File: config.mk
export PLATFORM = sky130hd
export DESIGN_NAME = tw3_master
export DESIGN_NICKNAME = d
export VERILOG_FILES = /design/src/rtl/tw3_pkg.sv /design/src/rtl/tw3_tick.sv /design/src/rtl/tw3_shifter.sv /design/src/rtl/tw3_remap.sv /design/src/rtl/tw3_shadow.sv /design/src/rtl/tw3_master.sv
export SDC_FILE = /design/constraint.sdc
export NUM_CORES = 1
export LEC_CHECK = 0
export ABC_AREA = 1
export CAP_MARGIN = 20
export CORE_MARGIN = 5
export CORE_UTILIZATION = 35
export CTS_CLUSTER_SIZE = 16
export DETAILED_ROUTE_END_ITERATION = 7
export RECOVER_POWER = 25
export SLEW_MARGIN = 20
export SYNTH_ARGS = -nofsm -noshare
export SYNTH_HDL_FRONTEND = slang
export SYNTH_SLANG_ARGS = --single-unit
export TNS_END_PERCENT = 1
File: constraint.sdc
create_clock -name clk -period 4.6 [get_ports clk]
set_clock_uncertainty 0.1 [all_clocks]
set_input_delay 0.92 -clock clk [delete_from_list [all_inputs] [get_ports clk]]
set_output_delay 0.92 -clock clk [all_outputs]
set_load 0.005 [all_outputs]
File: src/rtl/tw3_pkg.sv
// Shared constants and types for the paged three-wire master.
// Assumes an 8-bit register data path and two register pages.
package tw3_pkg;
    localparam int BYTE_W = 8;
    localparam int BIT_W  = $clog2(BYTE_W);

    localparam logic [BYTE_W-1:0] PAGE_REG_ADDR = 8'h01;
    localparam logic [BYTE_W-1:0] PAGE1_ID      = 8'd1;
    localparam logic [BYTE_W-1:0] PAGE2_ID      = 8'd2;

    typedef enum logic [1:0] {
        OP_WRITE = 2'd0,
        OP_READ  = 2'd1,
        OP_SET   = 2'd2,
        OP_CLEAR = 2'd3
    } op_e;

    typedef enum logic [2:0] {
        ST_IDLE,
        ST_SETUP,
        ST_SEND,
        ST_END,
        ST_RECV
    } state_e;

    typedef enum logic [1:0] {
        FR_PAGE,
        FR_WRITE,
        FR_READ
    } frame_e;
endpackage

File: src/rtl/tw3_tick.sv
// Bit-delay clock enable. It counts system clocks while enabled and
// pulses tick every div+1 cycles. It restarts from zero whenever disabled.
// Assumes div is held constant while en is high.
module tw3_tick #(
    parameter int DIV_W = 8
) (
    input  logic             clk,
    input  logic             rst_n,
    input  logic             en,
    input  logic [DIV_W-1:0] div,
    output logic             tick
);
    logic [DIV_W-1:0] cnt_q;

    assign tick = en && (cnt_q == div);

    // Advance the delay counter; clear on tick or when idle.
    always_ff @(posedge clk) begin
        if (!rst_n) begin
            cnt_q <= '0;
        end else if (!en || tick) begin
            cnt_q <= '0;
        end else begin
            cnt_q <= cnt_q + 1'b1;
        end
    end
endmodule

File: src/rtl/tw3_shifter.sv
// Byte serializer and deserializer for the link clock.
// Each bit takes two ticks: a low phase with data driven, then a high phase.
// Receive data is sampled on the tick that ends each low phase, LSB first.
// Assumes tx_byte changes only when last is seen with a tick.
module tw3_shifter
    import tw3_pkg::*;
(
    input  logic              clk,
    input  logic              rst_n,
    input  logic              run,
    input  logic              tick,
    input  logic [BYTE_W-1:0] tx_byte,
    input  logic              sdi,
    output logic              sclk,
    output logic              sdo,
    output logic              last,
    output logic [BYTE_W-1:0] rx_byte
);
    logic             ph_q;
    logic [BIT_W-1:0] bit_q;
    logic [BYTE_W-1:0] rx_q;

    // Step through low/high phases and bit positions on each tick.
    always_ff @(posedge clk) begin
        if (!rst_n || !run) begin
            ph_q  <= 1'b0;
            bit_q <= '0;
        end else if (tick) begin
            if (!ph_q) begin
                ph_q <= 1'b1;
            end else begin
                ph_q  <= 1'b0;
                bit_q <= bit_q + 1'b1;
            end
        end
    end

    // Capture the input line at the end of every low phase.
    always_ff @(posedge clk) begin
        if (!rst_n) begin
            rx_q <= '0;
        end else if (run && tick && !ph_q) begin
            rx_q[bit_q] <= sdi;
        end
    end

    assign sclk    = run ? ph_q : 1'b1;
    assign sdo     = tx_byte[bit_q];
    assign last    = ph_q && (bit_q == BIT_W'(BYTE_W - 1));
    assign rx_byte = rx_q;

    AST_DATA_HELD_HIGH: assert property (@(posedge clk) disable iff (!rst_n)
        (run && $past(run) && ph_q) |-> $stable(sdo));
endmodule

File: src/rtl/tw3_remap.sv
// Logical-to-physical data remapping, applied before transmission.
// It inverts one register, folds another into two descending ranges, and
// forces constant bits high on a third. All other addresses pass through.
module tw3_remap
    import tw3_pkg::*;
#(
    parameter int                ADDR_W     = 5,
    parameter int                INV_ADDR   = 3,
    parameter int                FOLD_ADDR  = 9,
    parameter int                FORCE_ADDR = 18,
    parameter logic [BYTE_W-1:0] FORCE_MASK = 8'h13,
    parameter int                FOLD_SPLIT = 64,
    parameter int                FOLD_TOP   = 191
) (
    input  logic [ADDR_W-1:0] log_addr,
    input  logic [BYTE_W-1:0] log_val,
    output logic [BYTE_W-1:0] phy_val
);
    // Select the transform for the addressed register.
    always_comb begin
        phy_val = log_val;
        if (log_addr == ADDR_W'(INV_ADDR)) begin
            phy_val = 8'hFF - log_val;
        end else if (log_addr == ADDR_W'(FOLD_ADDR)) begin
            if (log_val < BYTE_W'(FOLD_SPLIT)) begin
                phy_val = 8'hFF - log_val;
            end else begin
                phy_val = BYTE_W'(FOLD_TOP) - log_val;
            end
        end else if (log_addr == ADDR_W'(FORCE_ADDR)) begin
            phy_val = log_val | FORCE_MASK;
        end
    end
endmodule

File: src/rtl/tw3_shadow.sv
// Shadow store of the logical values written to each register.
// One synchronous write port and one combinational read port. Clears on reset.
module tw3_shadow
    import tw3_pkg::*;
#(
    parameter int DEPTH  = 32,
    parameter int ADDR_W = $clog2(DEPTH)
) (
    input  logic              clk,
    input  logic              rst_n,
    input  logic              we,
    input  logic [ADDR_W-1:0] waddr,
    input  logic [BYTE_W-1:0] wdata,
    input  logic [ADDR_W-1:0] raddr,
    output logic [BYTE_W-1:0] rdata
);
    logic [BYTE_W-1:0] mem_q [DEPTH];

    // Clear every entry on reset; store the logical value on a write.
    always_ff @(posedge clk) begin
        if (!rst_n) begin
            for (int i = 0; i < DEPTH; i++) begin
                mem_q[i] <= '0;
            end
        end else if (we) begin
            mem_q[waddr] <= wdata;
        end
    end

    assign rdata = mem_q[raddr];
endmodule

File: src/rtl/tw3_master.sv
// Paged three-wire register master.
// It takes one host request at a time and inserts a page-switch frame when
// the target page differs from the cached page. It sends the data byte
// before the address byte and remaps data for the special registers.
// It returns read data with a one-cycle done pulse.
// Assumes PAGE_SPAN is a power of two and div_cfg is stable while busy.
module tw3_master
    import tw3_pkg::*;
#(
    parameter int PAGE_SPAN = 16,
    parameter int DIV_W     = 8
) (
    input  logic                         clk,
    input  logic                         rst_n,
    input  logic                         req_valid,
    output logic                         req_ready,
    input  logic [1:0]                   req_op,
    input  logic [$clog2(2*PAGE_SPAN)-1:0] req_addr,
    input  logic [BYTE_W-1:0]            req_data,
    input  logic [DIV_W-1:0]             div_cfg,
    output logic                         busy,
    output logic                         op_done,
    output logic [BYTE_W-1:0]            rd_data,
    output logic                         sclk,
    output logic                         rw_sel,
    output logic                         sdata_o,
    output logic                         sdata_oe,
    input  logic                         sdata_i
);
    localparam int ADDR_W = $clog2(2 * PAGE_SPAN);
    localparam int LOC_W  = $clog2(PAGE_SPAN);
    localparam int DEPTH  = 2 * PAGE_SPAN;

    state_e            state_q;
    frame_e            frame_q;
    op_e               op_q;
    logic [ADDR_W-1:0] addr_q;
    logic [BYTE_W-1:0] val_q;
    logic              byte_idx_q;
    logic [BYTE_W-1:0] page_q;
    logic              done_q;
    logic [BYTE_W-1:0] rdat_q;

    logic              tick;
    logic              run;
    logic              sh_last;
    logic [BYTE_W-1:0] sh_rx;
    logic [BYTE_W-1:0] tx_byte;
    logic [BYTE_W-1:0] shadow_rd;
    logic [BYTE_W-1:0] acc_val;
    logic [BYTE_W-1:0] phy_val;
    logic [BYTE_W-1:0] req_page;
    logic [BYTE_W-1:0] tgt_page;
    logic [BYTE_W-1:0] loc_byte;
    logic              shadow_we;

    assign busy      = (state_q != ST_IDLE);
    assign req_ready = !busy;
    assign run       = (state_q == ST_SEND) || (state_q == ST_RECV);
    assign rw_sel    = (state_q == ST_SETUP) || (state_q == ST_SEND);
    assign sdata_oe  = rw_sel;
    assign op_done   = done_q;
    assign rd_data   = rdat_q;

    assign req_page  = req_addr[ADDR_W-1] ? PAGE2_ID : PAGE1_ID;
    assign tgt_page  = addr_q[ADDR_W-1] ? PAGE2_ID : PAGE1_ID;
    assign loc_byte  = BYTE_W'(addr_q[LOC_W-1:0]);
    assign shadow_we = (state_q == ST_END) && tick && (frame_q == FR_WRITE);

    tw3_tick #(.DIV_W(DIV_W)) u_tick (
        .clk  (clk),
        .rst_n(rst_n),
        .en   (busy),
        .div  (div_cfg),
        .tick (tick)
    );

    tw3_shifter u_shift (
        .clk    (clk),
        .rst_n  (rst_n),
        .run    (run),
        .tick   (tick),
        .tx_byte(tx_byte),
        .sdi    (sdata_i),
        .sclk   (sclk),
        .sdo    (sdata_o),
        .last   (sh_last),
        .rx_byte(sh_rx)
    );

    tw3_shadow #(.DEPTH(DEPTH), .ADDR_W(ADDR_W)) u_shadow (
        .clk  (clk),
        .rst_n(rst_n),
        .we   (shadow_we),
        .waddr(addr_q),
        .wdata(val_q),
        .raddr(req_addr),
        .rdata(shadow_rd)
    );

    tw3_remap #(
        .ADDR_W    (ADDR_W),
        .INV_ADDR  (3),
        .FOLD_ADDR (9),
        .FORCE_ADDR(PAGE_SPAN + 2)
    ) u_remap (
        .log_addr(addr_q),
        .log_val (val_q),
        .phy_val (phy_val)
    );

    // Logical value of a request: plain data, or a read-modify-write of the shadow.
    always_comb begin
        case (op_e'(req_op))
            OP_SET:   acc_val = shadow_rd | req_data;
            OP_CLEAR: acc_val = shadow_rd & ~req_data;
            default:  acc_val = req_data;
        endcase
    end

    // Byte presented to the serializer for the current frame and byte slot.
    always_comb begin
        case (frame_q)
            FR_PAGE:  tx_byte = byte_idx_q ? PAGE_REG_ADDR : tgt_page;
            FR_WRITE: tx_byte = byte_idx_q ? loc_byte : phy_val;
            default:  tx_byte = loc_byte;
        endcase
    end

    // Request sequencer: page switch, framing, receive and completion.
    always_ff @(posedge clk) begin
        if (!rst_n) begin
            state_q    <= ST_IDLE;
            frame_q    <= FR_WRITE;
            op_q       <= OP_WRITE;
            addr_q     <= '0;
            val_q      <= '0;
            byte_idx_q <= 1'b0;
            page_q     <= '0;
            done_q     <= 1'b0;
            rdat_q     <= '0;
        end else begin
            done_q <= 1'b0;
            case (state_q)
                ST_IDLE: begin
                    if (req_valid) begin
                        op_q       <= op_e'(req_op);
                        addr_q     <= req_addr;
                        val_q      <= acc_val;
                        byte_idx_q <= 1'b0;
                        state_q    <= ST_SETUP;
                        if (req_page != page_q) begin
                            frame_q <= FR_PAGE;
                        end else if (op_e'(req_op) == OP_READ) begin
                            frame_q <= FR_READ;
                        end else begin
                            frame_q <= FR_WRITE;
                        end
                    end
                end
                ST_SETUP: begin
                    if (tick) begin
                        state_q    <= ST_SEND;
                        byte_idx_q <= 1'b0;
                    end
                end
                ST_SEND: begin
                    if (tick && sh_last) begin
                        if (frame_q == FR_READ || byte_idx_q) begin
                            state_q <= ST_END;
                        end else begin
                            byte_idx_q <= 1'b1;
                        end
                    end
                end
                ST_END: begin
                    if (tick) begin
                        case (frame_q)
                            FR_PAGE: begin
                                page_q  <= tgt_page;
                                frame_q <= (op_q == OP_READ) ? FR_READ : FR_WRITE;
                                state_q <= ST_SETUP;
                            end
                            FR_READ: begin
                                state_q <= ST_RECV;
                            end
                            default: begin
                                state_q <= ST_IDLE;
                                done_q  <= 1'b1;
                            end
                        endcase
                    end
                end
                ST_RECV: begin
                    if (tick && sh_last) begin
                        rdat_q  <= sh_rx;
                        done_q  <= 1'b1;
                        state_q <= ST_IDLE;
                    end
                end
                default: state_q <= ST_IDLE;
            endcase
        end
    end

    AST_PAGE_MATCH: assert property (@(posedge clk) disable iff (!rst_n)
        (state_q == ST_SETUP && frame_q != FR_PAGE) |-> (page_q == tgt_page));
    AST_BUSY_FROM_REQ: assert property (@(posedge clk) disable iff (!rst_n)
        $rose(busy) |-> $past(req_valid));
    AST_DONE_PULSE: assert property (@(posedge clk) disable iff (!rst_n)
        op_done |=> !op_done);
    AST_DONE_AFTER_BUSY: assert property (@(posedge clk) disable iff (!rst_n)
        op_done |-> ($past(busy) && !busy));
endmodule

; After elaboration in Yosys (flattened, before gate mapping)
; Memories as Yosys holds them, arrays and structs flattened.
; Index checks and enable logic that the tools add are counted.
[classes]
bitwise = 4
n_eq_ne = 24
order_cmp = 3
reduce_logical = 32
mux = 48
add_sub_neg = 4
[ops]
columns = operator, n
row1 = $mux W8, 5
row2 = $pmux W8 S2, 2
row3 = $mux W2, 9
row4 = $mux W3, 6
row5 = $mux W1, 16
row6 = $sub A8 B8 Y8 const A, 2
row7 = $pmux W3 S5, 1
row8 = $mux W5, 2
row9 = $add A8 B1 Y8 const B, 1
row10 = $and A8 B8 Y8, 1
row11 = $bwmux W8, 1
row12 = $eq A8 B8 Y1, 1
row13 = $logic_and A1 B1 Y1, 8
row14 = $lt A8 B7 Y1 const B, 1
row15 = $ne A2 B1 Y1 const B, 4
row16 = $ne A2 B2 Y1 const B, 4
row17 = $ne A2 B8 Y1, 1
row18 = $not A8 Y8, 1
row19 = $or A8 B8 Y8, 1
row20 = $reduce_or A8 Y1, 1
row21 = $eq A2 B1 Y1 const B, 3
row22 = $eq A2 B2 Y1 const B, 3
row23 = $eq A3 B2 Y1 const B, 2
row24 = $eq A3 B3 Y1 const B, 2
row25 = 26 further kinds, 37
[word_totals]
reg_bits = 58
mem_count = 1
input_bits = 27
mem_bits_rw = 256
wordCells = 129
[mem_list]
columns = memory, depth, word_bits, rd, rd_ports_with_merged_regs, write_ports, line
row1 = u_shadow.mem_q, 32, 8, 1, 0, 32, tw3_shadow.sv:17  ; logic [BYTE_W-1:0] mem_q [DEPTH];

; Depth between registers and ports, before layout
[logic_depth]
depth_word = 9
depth_mapped = 14
mapped_depth_nobuf = 14

; Cells and area by module
; From an unflattened synthesis, not the netlist that was laid out.
[unflattened]
cells_unflattened = 1729
hier_area_um2 = 14979.4
[by_module_without_submodules]
columns = mod, area_per_inst_um2, seq_area_each_um2, cells_each, instances
row1 = tw3_shadow, 11816.3, 7687.4, 1240, 1
row2 = tw3_master, 1696.6, 640.6, 254, 1
row3 = tw3_shifter, 669.4, 240.2, 105, 1
row4 = tw3_tick, 503.0, 160.2, 74, 1
row5 = tw3_remap, 294.0, 0.0, 56, 1

; Least setup slack after synthesis
; No wires, ideal clock.
[synth_path]
path_kind = input to register
start = input port div_cfg[2]
end = memory u_shadow.mem_q[16][0], enable pin
arrival_ns = 2.345
path_buffers = 0
setup_ns = 0.329
path_stages = 10
required_ns = 4.171
setup_slack_ns = 1.826
cell_sequence = inv_1 -> nand2_1 -> nand2_1 -> nor2_1 -> nand2_1 -> nor2_2 -> nand4_2 -> nor3_4 -> nand2_2 -> nand2_1
[synth_lines]
columns = item, line
row1 = from (decl), tw3_master.sv:20  ; input logic [DIV_W-1:0] div_cfg,
row2 = to (decl), tw3_shadow.sv:17

; Worst setup path in the final report
[layout_path]
start = register addr_q[2]
end = output port sdata_o
[layout_via]
elab_chain_cells = 8
[layout_rtl]
columns = item, line
row1 = from (decl), tw3_master.sv:37  ; logic [ADDR_W-1:0] addr_q;
row2 = from (signal assigned), tw3_master.sv:148  ; addr_q <= req_addr;
row3 = $eq A5 B5 Y1, tw3_remap.sv:30  ; end else if (log_addr == ADDR_W'(FORCE_ADDR)) begin
row4 = $mux W5, tw3_remap.sv:30
row5 = $mux W8, tw3_remap.sv:24  ; end else if (log_addr == ADDR_W'(FOLD_ADDR)) begin
row6 = $mux W8, tw3_remap.sv:22  ; if (log_addr == ADDR_W'(INV_ADDR)) begin
row7 = $mux W8, tw3_master.sv:125  ; FR_WRITE: tx_byte = byte_idx_q ? loc_byte : phy_val;
row8 = $pmux W8 S2 *, tw3_master.sv:123  ; case (frame_q)
row9 = $bmux W1 S3 *, tw3_shifter.sv:48  ; assign sdo = tx_byte[bit_q];
row10 = $mux W1 (not written as such) *, tw3_shifter.sv:48
row11 = to (decl), tw3_master.sv:26  ; output logic sdata_o,
; Every way passes the cells marked *; elsewhere a longest branch is shown, timed or not. The select of a mux whose other input is x is not followed.

==> summary.md <==
| Metric | Value |
|---|---|
| Stage delay of the slowest cell on the critical path | 0.75 ns |
| Min Tclk post-route | 4.09 ns |
| Unrepaired setup endpoints after global routing | no |
| Transition time at the pin with the least slew margin | 1.67 ns |
| Starting density of the core | about a third |
| Arrival @ worst endpoint | 3.07 ns |
| Synthesized net count | 1757 |
| CTS clock-pin slew for the worst setup and hold paths | 0.06 ns |
| Cell at the root of the clock tree | sky130_fd_sc_hd__clkbuf_16 |
| Number of inserted diodes | 0 |
| Data required, critical path | 3.58 ns |
| Die width | between 200 and 250 µm |
| Pin count of the biggest net entering global routing | between 100 and 150 |
| Post-cts gate resize count | 0 |
| Critical path's most frequent cell | sky130_fd_sc_hd__nand2_1 |
| Crit path max-delay family | simple AND/OR/NAND/NOR gates |
| Kind of capture point of the worst setup path | primary output |
| Remaining number of nets flagged by the antenna check after routing | 0 |
| Warnings, synthesis | 0 |
| Area added between synthesis and finish | 13.3% |
| Post-Synthesis Mean Instance Area | 8.53 µm² |
| Placeable core region | about 42000 µm² |
| Num CTS Buffers | 35 |
| Setup TNS after final layout | 0 ns |
| Fmax achieved | 0.245 GHz |
| Hold/Removal Path Class | flop to flop |
| Final period utilization | about 89% |
| Number of buffer and inverter stages on the critical path | 1 |
| Total Wirelength | just over 40 mm |
| Violations in the final reports | max-capacitance violations, max-slew violations |
| Via density per instance | 5.09 |
| Later-pin clock latency in the skew report | 0.51 ns |
| Commonest cells after routing, fill and taps aside | sky130_fd_sc_hd__nand2_1 (563), sky130_fd_sc_hd__nor2_1 (326), sky130_fd_sc_hd__edfxtp_1 (256) |
| Leakage power figure | about 6.5 nW |
| Max-slew headroom | -11.2% |
| # nets final | 1758 |
| Cell-by-cell trace of the critical path | nor3_1 > nand2_1 > nand2_1 > nand2_1 > nand3_1 > nand2_1 > nand2_1 > nand2_1 > nand2_1 > nor2_1 > nand2_1 > clkdlybuf4s50_1 |
| Number of maximum-capacitance violations | 1 |
| Die height | 215 µm |
| Std cell rows | 75 |
| Wire length of the first global-routing pass | 63.1 mm |
| Post-CTS setup buffer count | 0 |
| Count of final max-slew check failures | 64 |
| Syn Inst Count | 1726 |
| Detailed router's first-iteration violation count | 967 |
| Synthesized flop and latch total | 308 |
| DRC | 0 |
| Port-buffer cells | just over 40 |
| Post-layout total power | 0.00735 W |
| Die area | 46200 µm² |
| Number of top-level pins | 42 |
| Worst slack after detailed placement | 0.674 ns |
| Max Buffers Root-to-Sink | 3 |
| Vias | roughly 12000 |
| Total gr overflow | 0 |
| Area of the mapped netlist | 14700 µm² |
| Crit path setup slack, layout | ~0.51 ns |
| Startpoint of the lowest-slack hold path | u_shift.rx_byte[2] |
| Final hold vios | 0 |
| Total Routing Usage GR | 17.1% |
| Total half-perimeter wirelength after legalization and detailed placement | 25.8 mm |
| Number of hold-repair buffers added at the cts stage | 0 |
| Setup crit start | addr_q[2] |
| Vias in the first global route | 11500 |
| Crit Path Class | flop to primary output |
| Max rail drop VDD | 292 µV |
| Final setup violation count | 0 |
| CTS tree | yes |
| Sort of element at the start of the critical path | flop |
| Number of antenna violations at the first check in global routing | 0 |
| Portion of the post-synthesis area used by sequential elements | between 50% and 60% |
| Level count of the clock H-tree | 2 |
| Worst-path fanout max | 14 |
| Status | finished, violations left |
| Netlist cell types | 30 |
| DRT Pass-1 Iters | 5 |
| Most common cell after layout, fill and taps aside | sky130_fd_sc_hd__nand2_1 |
| Fraction of final layout cells with drive strength greater than 1 | 5.31% |
| P per Cell Area | about 440 nW/µm² |
| Placer congestion estimate | 0.878 |
| Final design utilization | 39.9% |
| Start of the worst register-to-register path | u_tick.cnt_q[2] |
| CP max-delay cell | sky130_fd_sc_hd__nor3_1 |
| TritonCTS Sinks | 308 |
| Avg WL per Cell | 17.6 µm |
registers in the layout, summed over array words and instances, names as in the netlist, 2 cells and up:
signal	flops
op_q	2
u_shift.bit_q	3
u_tick.cnt_q	8
u_shift.rx_byte	8
state_q	3
page_q	2
frame_q	2
addr_q	5
val_q	8
rd_data	8
u_shadow.mem_q	256
cell usage after synthesis:
| cell | n | area [µm²] |
|---|---|---|
| sky130_fd_sc_hd__nand2_1 | 552 | 2070 |
| sky130_fd_sc_hd__nor2_1 | 322 | 1210 |
| sky130_fd_sc_hd__edfxtp_1 | 256 | 7690 |
| sky130_fd_sc_hd__nand3_1 | 196 | 981 |
| sky130_fd_sc_hd__inv_1 | 80 | 300 |
| sky130_fd_sc_hd__clkbuf_1 | 79 | 297 |
| sky130_fd_sc_hd__a21oi_1 | 54 | 270 |
| sky130_fd_sc_hd__dfxtp_1 | 52 | 1040 |
| sky130_fd_sc_hd__o21ai_0 | 30 | 150 |
| sky130_fd_sc_hd__nand2_2 | 24 | 150 |
| sky130_fd_sc_hd__buf_1 | 14 | 52.6 |
| sky130_fd_sc_hd__nand4_1 | 10 | 62.6 |
| sky130_fd_sc_hd__nor3_1 | 10 | 50.1 |
| sky130_fd_sc_hd__nand4_2 | 9 | 113 |
| sky130_fd_sc_hd__clkinv_1 | 6 | 22.5 |
| sky130_fd_sc_hd__buf_2 | 4 | 20.0 |
| sky130_fd_sc_hd__ha_1 | 4 | 50.1 |
| sky130_fd_sc_hd__nor2_2 | 4 | 25.0 |
| sky130_fd_sc_hd__nor3b_1 | 3 | 22.5 |
| sky130_fd_sc_hd__a211oi_1 | 2 | 15.0 |
| sky130_fd_sc_hd__a31oi_1 | 2 | 12.5 |
| sky130_fd_sc_hd__inv_2 | 2 | 7.51 |
| sky130_fd_sc_hd__nor3_4 | 2 | 32.5 |
| sky130_fd_sc_hd__o211ai_1 | 2 | 15.0 |
| sky130_fd_sc_hd__xor2_1 | 2 | 17.5 |
| sky130_fd_sc_hd__a32oi_1 | 1 | 8.76 |
| sky130_fd_sc_hd__and2_1 | 1 | 6.26 |
| sky130_fd_sc_hd__buf_4 | 1 | 7.51 |
| sky130_fd_sc_hd__buf_6 | 1 | 11.3 |
| sky130_fd_sc_hd__or2_2 | 1 | 6.26 |
worst paths after layout:
check | slack [ns] | cells past startpoint | end
max | 0.51 | 12 | sdata_o
min | 0.35 | 2 | u_shift.rx_byte[2]
max reg2reg | 1.06 | 11 | u_shadow.mem_q[10][0]
min reg2reg | 0.35 | 2 | u_shift.rx_byte[2]
per-layer routing:
metal,track usage [%],vias to the layer above,wire [µm]
met5,0,-,0
met4,4.86,0,1050
met3,3.21,72,2880
met2,27.9,433,18800
met1,23.3,5484,17600
li1,-,5668,-
final cells by class:
class	count	area [µm²]
fill	4165	25100
inverter	88	332
multi-input combinational	1231	5200
clock buffer	49	970
clock inverter	13	204
timing repair buffer	63	566
sequential	308	8730
tap	539	674
stage by stage:
step | area (µm²) | instances | hold WS [ns]
after global placement | 15600 | 2229 | 0.343
after detailed placement | 15600 | 2229 | 0.341
after CTS | 16800 | 2291 | 0.350
final | 16700 | 2291 | 0.345
after floorplan | 14700 | 1726 | 0.324
after global routing | 16700 | 2291 | 0.367
power breakdown:
| part | leakage (nW) | internal (W) | switching, W |
|---|---|---|---|
| logic | 2.91 | 0.000305 | 0.000925 |
| registers | 3.07 | 0.00315 | 0.000118 |
| clock network | 0.574 | 0.00176 | 0.00110 |
| total | 6.55 | 0.00521 | 0.00214 |
cells by family after synthesis:
group                      after synthesis  share of synthesized area, %
and+or+nand+nor                       1134                          32.1
buffers and inverters                  187                          4.88
DFF                                    308                          59.3
adders and majority gates                4                         0.340
xor gates and xnor gates                 2                         0.119
AOI/OAI and AO/OA                       91                          3.21
tightest hold or removal path, delay by kind of cell (launching register included):
| kind | cells | cell delay (ns) |
|---|---|---|
| AO/OA/AOI/OAI | 1 | 0.05 |
| flip-flops | 1 | 0.31 |
| buffers and inverters | 1 | 0.05 |
Note: power is estimated with default switching activity, not from simulation.
